File: config.mk
export PLATFORM = sky130hd
export DESIGN_NAME = trig_line_ctrl
export DESIGN_NICKNAME = d
export VERILOG_FILES = /design/src/rtl/trig_pkg.sv /design/src/rtl/trig_cfg_regs.sv /design/src/rtl/trig_in_detect.sv /design/src/rtl/trig_out_mux.sv /design/src/rtl/trig_line_ctrl.sv
export SDC_FILE = /design/constraint.sdc
export NUM_CORES = 1
export LEC_CHECK = 0
export ABC_AREA = 1
export CORE_AREA = 2 2 39 41
export CTS_BUF_LIST = sky130_fd_sc_hd__clkbuf_16
export CTS_CLUSTER_SIZE = 40
export DETAILED_ROUTE_END_ITERATION = 6
export DIE_AREA = 0 0 41 43
export DONT_BUFFER_PORTS = 1
export PLACE_DENSITY_LB_ADDON = 0.2
export SYNTH_ARGS = -nofsm -noshare
export SYNTH_HDL_FRONTEND = slang
export SYNTH_SLANG_ARGS = --single-unit
File: constraint.sdc
create_clock -name clk -period 1.22 [get_ports clk]
set_clock_uncertainty 0.15 [all_clocks]
set_input_delay 0.244 -clock clk [delete_from_list [all_inputs] [get_ports clk]]
set_output_delay 0.244 -clock clk [all_outputs]
set_load 0.05 [all_outputs]
File: src/rtl/trig_pkg.sv
// Package: shared encoding of the trigger control field.
// Assumes the control field is always four bits wide.
package trig_pkg;
    typedef struct packed {
        logic sw_level;  // static output level (asserted = 1)
        logic falling;   // edge select: 1 = falling
        logic invert;    // polarity invert
        logic dir_out;   // 1 = pin driven by block
    } trig_ctrl_t;

    localparam int CTRL_W = $bits(trig_ctrl_t);
endpackage

File: src/rtl/trig_cfg_regs.sv
// Holds the control and source-select registers.
// Assumes the strobes are already decoded by the bus logic.
module trig_cfg_regs
    import trig_pkg::*;
#(
    parameter int SEL_W = 3
) (
    input  logic                clk,
    input  logic                rst_n,
    input  logic                ctrl_we,
    input  logic [CTRL_W-1:0]   ctrl_wdata,
    input  logic                sel_we,
    input  logic [SEL_W-1:0]    sel_wdata,
    output trig_ctrl_t          ctrl_q,
    output logic [SEL_W-1:0]    sel_q
);
    // Capture register writes; reset to input, no inversion, source 0.
    always_ff @(posedge clk) begin
        if (!rst_n) begin
            ctrl_q <= '0;
            sel_q  <= '0;
        end else begin
            if (ctrl_we) ctrl_q <= trig_ctrl_t'(ctrl_wdata);
            if (sel_we)  sel_q  <= sel_wdata;
        end
    end
endmodule

File: src/rtl/trig_in_detect.sv
// Input path: synchronizer, polarity, edge detect, arm gating.
// Assumes pin_in is asynchronous; the pulse is registered.
module trig_in_detect (
    input  logic clk,
    input  logic rst_n,
    input  logic pin_in,
    input  logic invert,
    input  logic falling,
    input  logic dir_out,
    input  logic arm_we,
    output logic acq_start,
    output logic armed
);
    logic sync1_q, sync2_q, lvl_q;
    logic lvl, edge_hit, fire;

    // Two-flop synchronizer plus previous polarity-corrected level.
    always_ff @(posedge clk) begin
        if (!rst_n) begin
            sync1_q <= 1'b0;
            sync2_q <= 1'b0;
            lvl_q   <= 1'b0;
        end else begin
            sync1_q <= pin_in;
            sync2_q <= sync1_q;
            lvl_q   <= lvl;
        end
    end

    // Select the qualifying edge and gate it with arm and direction.
    always_comb begin
        lvl      = sync2_q ^ invert;
        edge_hit = falling ? (lvl_q & ~lvl) : (lvl & ~lvl_q);
        fire     = edge_hit & armed & ~dir_out;
    end

    // Emit the pulse and self-disarm; an arm request takes priority.
    always_ff @(posedge clk) begin
        if (!rst_n) begin
            acq_start <= 1'b0;
            armed     <= 1'b0;
        end else begin
            acq_start <= fire;
            if (arm_we)    armed <= 1'b1;
            else if (fire) armed <= 1'b0;
        end
    end
endmodule

File: src/rtl/trig_out_mux.sv
// Output path: source mapping, polarity, registered pad drive.
// Assumes status_in is synchronous to clk.
module trig_out_mux #(
    parameter int N_STAT = 6,
    parameter int SEL_W  = 3
) (
    input  logic              clk,
    input  logic              rst_n,
    input  logic [N_STAT-1:0] status_in,
    input  logic [SEL_W-1:0]  sel,
    input  logic              sw_level,
    input  logic              invert,
    input  logic              dir_out,
    output logic              pin_out,
    output logic              pin_oe
);
    logic raw;

    // Pick the asserted-sense source; out-of-range codes give unasserted.
    always_comb begin
        raw = 1'b0;
        if (sel == '0) raw = sw_level;
        for (int k = 0; k < N_STAT; k++) begin
            if (int'(sel) == k + 1) raw = status_in[k];
        end
    end

    // Register the pad value and its enable.
    always_ff @(posedge clk) begin
        if (!rst_n) begin
            pin_out <= 1'b0;
            pin_oe  <= 1'b0;
        end else begin
            pin_out <= raw ^ invert;
            pin_oe  <= dir_out;
        end
    end
endmodule

File: src/rtl/trig_line_ctrl.sv
// Top: one trigger pin used as edge start input or mapped output.
// Assumes bus decoding yields separate strobes for each field.
module trig_line_ctrl
    import trig_pkg::*;
#(
    parameter int N_STAT = 6,
    parameter int SEL_W  = $clog2(N_STAT + 1)
) (
    input  logic                clk,
    input  logic                rst_n,
    input  logic                ctrl_we,
    input  logic [CTRL_W-1:0]   ctrl_wdata,
    input  logic                sel_we,
    input  logic [SEL_W-1:0]    sel_wdata,
    input  logic                arm_we,
    input  logic [N_STAT-1:0]   status_in,
    input  logic                pin_in,
    output logic                pin_out,
    output logic                pin_oe,
    output logic                acq_start
);
    trig_ctrl_t       ctrl_q;
    logic [SEL_W-1:0] sel_q;
    logic             armed;

    trig_cfg_regs #(.SEL_W(SEL_W)) u_regs (
        .clk(clk), .rst_n(rst_n),
        .ctrl_we(ctrl_we), .ctrl_wdata(ctrl_wdata),
        .sel_we(sel_we), .sel_wdata(sel_wdata),
        .ctrl_q(ctrl_q), .sel_q(sel_q)
    );

    trig_in_detect u_in (
        .clk(clk), .rst_n(rst_n), .pin_in(pin_in),
        .invert(ctrl_q.invert), .falling(ctrl_q.falling),
        .dir_out(ctrl_q.dir_out), .arm_we(arm_we),
        .acq_start(acq_start), .armed(armed)
    );

    trig_out_mux #(.N_STAT(N_STAT), .SEL_W(SEL_W)) u_out (
        .clk(clk), .rst_n(rst_n), .status_in(status_in), .sel(sel_q),
        .sw_level(ctrl_q.sw_level), .invert(ctrl_q.invert),
        .dir_out(ctrl_q.dir_out), .pin_out(pin_out), .pin_oe(pin_oe)
    );
endmodule

# Word level (Yosys, flattened, before mapping)
# Cells that the tools add are included.
dict set report totals {
  in_bits 19
  word_cells 39
  ff_bits 14
}
dict set report op_classes {
  mux 10
  n_bitwise 9
  reduce_logical 2
  n_eq_ne 6
}
# op count
set op_table {}
lappend op_table {{$eq A3 B3 Y1 const B} 4}
lappend op_table {{$mux W1} 10}
lappend op_table {{$eq A3 B2 Y1 const B} 2}
lappend op_table {{$and A1 B1 Y1} 4}
lappend op_table {{$logic_not A3 Y1} 1}
lappend op_table {{$not A1 Y1} 3}
lappend op_table {{$reduce_bool A2 Y1} 1}
lappend op_table {{$xor A1 B1 Y1} 2}

# Logic depth before layout (Yosys ltp)
# Gate-level depths: netlist of run 1.
dict set report logic_depth {
  depth_word 9
  mapped_depth 8
}

# Hierarchy
# A second synthesis of run 1 with hierarchy kept.
dict set report unflattened {
  hier_cells 101
  hier_area_um2 674.4
}
# mod cells_each instances area_per_inst_um2 seq_area_each_um2
set modules_own_cells {}
lappend modules_own_cells {trig_cfg_regs 43 1 292.8 140.1}
lappend modules_own_cells {trig_in_detect 29 1 227.7 100.1}
lappend modules_own_cells {trig_out_mux 29 1 153.9 40.0}

# Worst setup path after synthesis of run 1
# No wires, ideal clock.
dict set report synth_path {
  path_type {register to register}
  startpoint {register u_regs.sel_q[1]}
  endpoint {register u_out.pin_out}
  stages_incl_launch_ff 7
  required_time_ns 0.955
  arrival_ns 0.880
  n_path_buf 0
  setup_ns 0.115
  slack_ns 0.075
  path_cell_list {dfxtp_1 -> inv_2 -> or2_0 -> nand2_1 -> nand2_1 -> a21oi_1 -> nor2_1}
}
dict set report synth_via {
  elab_chain_len 9
  word_cells_on_any_way 15
  cone_classes {eq/ne (6); mux (7); bitwise (1); reduce/logical (1)}
}
# item line_no
set synth_rtl {}
lappend synth_rtl {{start: declaration} trig_cfg_regs.sv:15} ;# output logic [SEL_W-1:0] sel_q
lappend synth_rtl {{start signal: assignment} trig_cfg_regs.sv:24} ;# if (sel_we) sel_q <= sel_wdata;
lappend synth_rtl {{$logic_not A3 Y1} trig_out_mux.sv:22} ;# if (sel == '0) raw = sw_level;
lappend synth_rtl {{$mux W1} trig_out_mux.sv:22}
lappend synth_rtl {{$mux W1 (5 in series)} trig_out_mux.sv:24} ;# if (int'(sel) == k + 1) raw = status_in[k];
lappend synth_rtl {{$mux W1 (*)} trig_out_mux.sv:24}
lappend synth_rtl {{$xor A1 B1 Y1 (*)} trig_out_mux.sv:34} ;# pin_out <= raw ^ invert;
lappend synth_rtl {{end signal: assignment} trig_out_mux.sv:34}
lappend synth_rtl {{end: declaration} trig_out_mux.sv:14} ;# output logic pin_out,
# Every way passes the cells marked *; elsewhere a longest branch is shown, timed or not.
# A chain may end at the register's enable or synchronous reset.

# Worst setup path after layout of run 1
# Ends and elaborated chain as after synthesis.

==> results of run 1 <==
## cells by family after synthesis
logic type / synth area share, %
flip-flops: 49.1
buffers and inverters: 12.5
AND/OR/NAND/NOR: 26.1
AO/OA/AOI/OAI: 12.3
## worst paths after layout
kind	endpoint	startpoint	slack, ps
worst max register to register	u_out.pin_out	u_regs.sel_q[1]	80
worst min-delay path	u_regs.ctrl_q[1]	rst_n	-0.6
worst min register to register	u_in.sync2_q	u_in.sync1_q	260
worst max-delay path	u_out.pin_out	u_regs.sel_q[1]	80
## state kept, by name, summed over array words and instances (netlist names)
signal	cells
u_out.pin_oe	1
u_in.sync1_q	1
u_in.armed	1
u_out.pin_out	1
u_in.lvl_q	1
u_regs.ctrl_q	4
u_in.sync2_q	1
u_in.acq_start	1
u_regs.sel_q	3
## cell type report
class	count	share of cell area [%]
inverters	17	8.57
clock inverters	1	0.504
flip-flops and latches	14	38.3
well taps	16	2.69
clock buffers	3	10.1
repair buffers	8	10.1
multi-input cells	50	29.7
## power by group through the flow
stage	combinational (mW)	sequential [mW]	clock, mW
floorplan	0.0740	0.534	0
global placement	0.113	0.513	0
detailed placement	0.114	0.514	0
CTS	0.131	0.506	0.621
global route	0.154	0.509	0.643
finish	0.132	0.506	0.607
## metrics by stage
stage / cells / power [mW] / area [um2]
5_1_grt: 109 / 1.31 / 744
3_5_place_dp: 100 / 0.628 / 606
2_1_floorplan: 82 / 0.608 / 571
6_report: 109 / 1.25 / 744
3_3_place_gp: 100 / 0.626 / 606
4_1_cts: 109 / 1.26 / 734
## layout by cell type, fill, tap and decap left out
master	Yosys	routed
inv_2	1	2
nand2_2	0	1
buf_4	1	3
dfxtp_2	0	1
or2_0	1	1
dfxtp_1	14	12
nor2_1	11	11
clkbuf_16	0	3
dfxtp_4	0	1
nand3_1	7	7
a21oi_1	7	7
nand2_1	16	15
dlygate4sd3_1	0	4
o21ai_0	7	7
dlymetal6s4s_1	0	1
or2_1	1	1
clkinv_1	0	1
inv_1	16	15
## per-layer routing
| layer | up-vias | share of wire [%] | GRT usage, % |
|---|---|---|---|
| met5 | - | 0 | 0 |
| met4 | 0 | 3.1 | 10.0 |
| met3 | 5 | 7.9 | 6.28 |
| met2 | 18 | 43 | 21.9 |
| met1 | 200 | 46 | 16.3 |
| li1 | 272 | - | - |
## what timing repair did
| action | CTS | global route |
|---|---|---|
| hold endpoints to repair | 11 | 0 |
| setup endpoints to repair | 0 | 8 |
| hold buffers | 5 | 0 |
| gates resized for setup | 0 | 6 |
==> key figures, run 1 <==
Route
  • Total Wirelength: 1010 um
  • Via density per instance: 4.54
  • Drt wl/cell: 9.29 um
  • Drt pass-1 iters: 1
  • Initial detailed-routing violation count: 0
  • Final ANT Viol Nets: 0
  • Detailed-route DRC error count: 0
  • Vias: 495

Cells and area
  • Area growth syn-to-layout: 30.5%
  • Final core occ: 53.8%
  • Proportion of layout cells with a drive suffix above 1: 11.8%
  • Fill cell count: 136
  • Inserted Diodes: 0
  • Multi-input gate area in the final layout: 221 um2
  • Reg area: 285 um2
  • Fin nets: 113

Synthesis
  • Synth area leaders: dfxtp_1 49%, inv_1 11%, nand2_1 11%
  • Syn. warnings: 0
  • Top post-synthesis cells by count: 16 x inv_1, 16 x nand2_1, 14 x dfxtp_1
  • Synth cell types: 11
  • Most used DFF post-synth: dfxtp_1
  • Syn_nets: 101
  • Post-synth EDFFs: 0
  • Flops & latches, synth: 14
  • Synth Instances: 82
  • Cell taking the most area after synthesis: dfxtp_1
  • Async S/R FF share, synth: 0%
  • Cell Area, Synth: 571 um2
  • Post-synthesis sequential area ratio: 49.1%
  • Post-synthesis average cell area: 6.96 um2
  • Top-area cell type share of the netlist area: 49.1%

Timing
  • Final TNS setup: 0 ps
  • Final setup fails: 0
  • Final Cycle Share: 93.2%
  • Final hold viol count: 1
  • Slew Limit Fails: 0
  • Crit path time final: 1140 ps
  • Fmax: 880 MHz
  • Unrepaired setup endpoints after global routing: true
  • Slew @ Worst Pin: 318 ps
  • Slack of the critical path: 83.3 ps
  • Relative slew slack: 78.8%
  • Hold slack: -0.644 ps

Clocking
  • Clk slew on worst S/H paths: 40 ps
  • Clk Latency, worst-skew pair: 240 ps
  • Clock root cell: clkbuf_16
  • Setup Fix Bufs, Post-CTS: 0
  • Clk buf depth: 2
  • Sink Count: 14
  • H-tree Lvls: 1
  • Total CTS buffers: 3
  • TritonCTS clock tree: done

Critical path
  • Most common cell on crit path: nand2_1
  • CP max stage cell: dfxtp_2
  • Biggest cell delay along the critical path: 350 ps
  • Worst EP arrival: 1120 ps
  • Crit Path Category: flip-flop to flip-flop
  • Startpoint types: flip-flop
  • Worst r2r path cells: 6
  • CP top delay family: simple AND/OR/NAND/NOR gates
  • Critical Path, Cell by Cell: inv_2 -> or2_0 -> nand2_1 -> nand2_1 -> a21oi_1 -> nor2_1
  • Buf+Inv Stages, Crit Path: 1
  • Crit. path cell count: 6
  • CP Capture Type: flip-flop
  • Max Fanout on Critical Path: 5
  • Critical Path RT: 1210 ps

Power and ir drop
  • Worst IR Drop VDD: 0.000870 V
  • Logic pwr share: 10.6%
  • Int Pwr: 0.975 mW
  • Pwr/cell area: 1670 mW/mm2
  • Psw: 0.270 mW
  • Clk network pwr share: 48.8%
  • Seq pwr share: 40.7%
  • Sw frac: 21.7%
  • Static Leak: 0.381 nW

Hold path
  • Hold Crit Depth: 2
  • Worst Hold Class: input port to flip-flop

Floorplan
  • Initial Util: 41.2%
  • Die Wd: 41 um
  • Die area: 0.00176 mm2
  • Die height: 43 um
  • Io pins: 22
  • Row count: 14
  • Core area: 0.00138 mm2

Global route
  • Overall routing resource usage: 14.8%
  • Largest net degree at the start of global routing: 11
  • GRT overflow: 0
  • Global-route wire length before repair: 1680 um
  • Vias in the first global route: 439
  • Initial antenna violation count: 0

Run
  • Max_cap viols: 0

Place
  • RePlAce Congestion: 0.719
  • Hpwl dp: 717 um
  • Port-buffer cells: 0
  • Minimum setup slack after placement: 21.1 ps

Run status
  • Status: finished, violations left
  • Failing checks: negative hold slack
Power figures use the tool's default switching activity.
==> run 2, diff against run 1 <==
clock period = 1.2 ns   (was 1.22 ns; I/O delays follow)
==> run 2 against run 1 <==
The run still ends with negative hold slack left. Sequential share of layout area fell by 0.45 points. Largest power group unchanged. Sequential cell count did not move. Clock power rose by 2%. Wire length rose by 2.6%. Combinational power rose by 4%. Critical endpoint unchanged. Die area did not move. Cell count did not move. Non-clock buffer count did not move. Via count rose by 1.4%. Design area rose by 1.2%. Worst hold slack got worse by 2.1 ps. First-iteration DRC count rose by 1.
==> key figures, run 2 (same netlist as run 1, synthesis figures left out) <==
Run status
  • Status: finished, violations left
  • Failing checks: negative hold slack

Critical path
  • Max Fanout on Critical Path: 5 (unchanged)
  • CP top delay family: simple AND/OR/NAND/NOR gates
  • Critical Path RT: 1190 ps (-20 ps)
  • Startpoint types: flip-flop
  • FF-to-FF End: u_out.pin_out
  • Worst EP arrival: 1120 ps (about the same)
  • Reg2Reg Setup Slack: 60 ps (-20 ps)
  • Crit Path Category: flip-flop to flip-flop
  • Critical Path, Cell by Cell: inv_2 -> or2_0 -> nand2_1 -> nand2_1 -> a21oi_1 -> nor2_1
  • Biggest cell delay along the critical path: 350 ps (about the same)
  • Most common cell on crit path: nand2_1
  • Buf+Inv Stages, Crit Path: 1 (unchanged)
  • Worst r2r path cells: 6 (unchanged)
  • CP Capture Type: flip-flop
  • Reg2reg start: u_regs.sel_q[1]
  • CP max stage cell: dfxtp_2

Clocking
  • Clk slew on worst S/H paths: 40 ps (about the same)
  • Sink Count: 14 (unchanged)
  • Clk buf depth: 2 (unchanged)
  • H-tree Lvls: 1 (unchanged)
  • TritonCTS clock tree: done
  • Clk Latency, worst-skew pair: 240 ps (about the same)
  • Total CTS buffers: 3 (unchanged)
  • Clock root cell: clkbuf_16
  • Setup Fix Bufs, Post-CTS: 0 (unchanged)

Route
  • Drt wl/cell: 9.53 um (+2.6%)
  • Detailed-route DRC error count: 0 (unchanged)
  • Final ANT Viol Nets: 0 (unchanged)
  • Total Wirelength: 1040 um (+2.6%)
  • Initial detailed-routing violation count: 1 (+1)
  • Drt pass-1 iters: 3 (+2)
  • Vias: 502 (+1.4%)
  • Via density per instance: 4.61 (+1.4%)

Hold path
  • Worst Hold Class: input port to flip-flop
  • Hold Crit Depth: 2 (unchanged)
  • Min-Delay Endpoint: u_regs.ctrl_q[1]
  • Hold Crit Start: rst_n

Cells and area
  • Reg area: 285 um2 (unchanged)
  • Multi-input gate area in the final layout: 230 um2 (+4.0%)
  • Largest Register: u_regs.ctrl_q
  • Highest-count cells in the layout ignoring fill and taps: 15 x inv_1, 15 x nand2_1, 12 x dfxtp_1, 11 x nor2_1, 7 x o21ai_0
  • Fin nets: 113 (unchanged)
  • Proportion of layout cells with a drive suffix above 1: 14.0% (+2.2 points)
  • Inserted Diodes: 0 (unchanged)
  • Fill cell count: 133 (-2.2%)
  • Final core occ: 54.4% (+0.63 points)
  • Regs by FF count: u_regs.ctrl_q x4, u_regs.sel_q x3
  • Area growth syn-to-layout: 32.0%
  • Max FFs per register: 4 (unchanged)

Timing
  • Final Cycle Share: 94.6% (+1.4 points)
  • Final setup fails: 0 (unchanged)
  • Relative slew slack: 81.1% (+2.3 points)
  • Fmax: 881 MHz (+0.14%)
  • Hold slack: -2.77 ps (-2.13 ps)
  • Slew Limit Fails: 0 (unchanged)
  • Slack of the critical path: 65.0 ps (-18.4 ps)
  • Slew @ Worst Pin: 283 ps (-34.8 ps)
  • Final hold viol count: 1 (unchanged)
  • Crit path time final: 1140 ps (-1.64 ps)
  • Unrepaired setup endpoints after global routing: true

Floorplan
  • Die Wd: 41 um (unchanged)
  • Initial Util: 41.2% (unchanged)
  • Row count: 14 (unchanged)
  • Die height: 43 um (unchanged)
  • Die area: 0.00176 mm2 (unchanged)
  • Core area: 0.00138 mm2 (unchanged)
  • Io pins: 22 (unchanged)

Power and ir drop
  • Worst IR Drop VDD: 0.000907 V (+4.3%)
  • Pwr/cell area: 1690 mW/mm2 (+1.1%)
  • Static Leak: 0.381 nW (-0.14%)

Global route
  • Vias in the first global route: 420 (-4.3%)
  • Initial antenna violation count: 0 (unchanged)
  • Global-route wire length before repair: 1650 um (-1.6%)
  • GRT overflow: 0 (unchanged)
  • Largest net degree at the start of global routing: 10 (-1)
  • Overall routing resource usage: 14.6% (-0.20 points)

Place
  • Port-buffer cells: 0 (unchanged)
  • Hpwl dp: 717 um (unchanged)
  • Minimum setup slack after placement: 1.07 ps (-20.0 ps)
  • RePlAce Congestion: 0.719 (unchanged)

Run
  • Max_cap viols: 0 (unchanged)
## run 2: cell counts in the layout (fill, tap and decap cells not counted)
Identical to the previous run, type by type.
## run 2: how the worst max path moves through the flow
stage,from,depth (start not counted),end
after floorplan,u_regs.sel_q[1],6,u_out.pin_out
after global placement,u_regs.sel_q[1],6,u_out.pin_out
after detailed placement,u_regs.sel_q[1],6,u_out.pin_out
after CTS,rst_n,3,u_regs.sel_q[2]
after global routing,u_regs.sel_q[1],7,u_out.pin_out
final,u_regs.sel_q[1],6,u_out.pin_out
## run 2: area by class of cell
type,instances,area share [%]
timing repair buffer,8,9.97
inverter,17,8.47
clock buffer,3,9.97
tap,16,2.66
clock inverter,1,0.498
sequential,14,37.9
multi-input combinational,50,30.6
## run 2: routing by layer
layer  global-route usage, %  wire length [um]  share of wire [%]
met1                    17.0               445                 43
met2                    20.6               481                 46
met3                    6.28                81                7.8
met4                    10.0                31                3.0
met5                       0                 0                  0
## run 2: where the power goes
part           internal (mW)  switching [mW]  leakage [nW]  total [mW]
logic                 0.0552          0.0817         0.225       0.137
clock network          0.439           0.182        0.0385       0.621
registers              0.498          0.0171         0.117       0.515
## run 2: stage by stage
stage               std cells  setup TNS [ps]  total power, mW  area [um2]
CTS                       109               0             1.28         736
global placement          100               0            0.637         606
detailed placement        100               0            0.639         606
floorplan                  82               0            0.619         571
finish                    109               0             1.27         753
global route              109           -42.5             1.33         753
## run 2: what timing repair did
item                                    CTS  global route
resized for setup                         1             7
endpoints found under the setup margin    1             8
endpoints found under the hold margin    11             0
hold buffers                              5             0
pin swaps                                 0             2
## run 2: worst reg2reg max path, delay by kind of cell, from the launching register on
kind,cells,cell delay [ps]
AND/OR/NAND/NOR,4,360
flip-flops,1,350
AO/OA/AOI/OAI,1,120
buffers and inverters,1,60
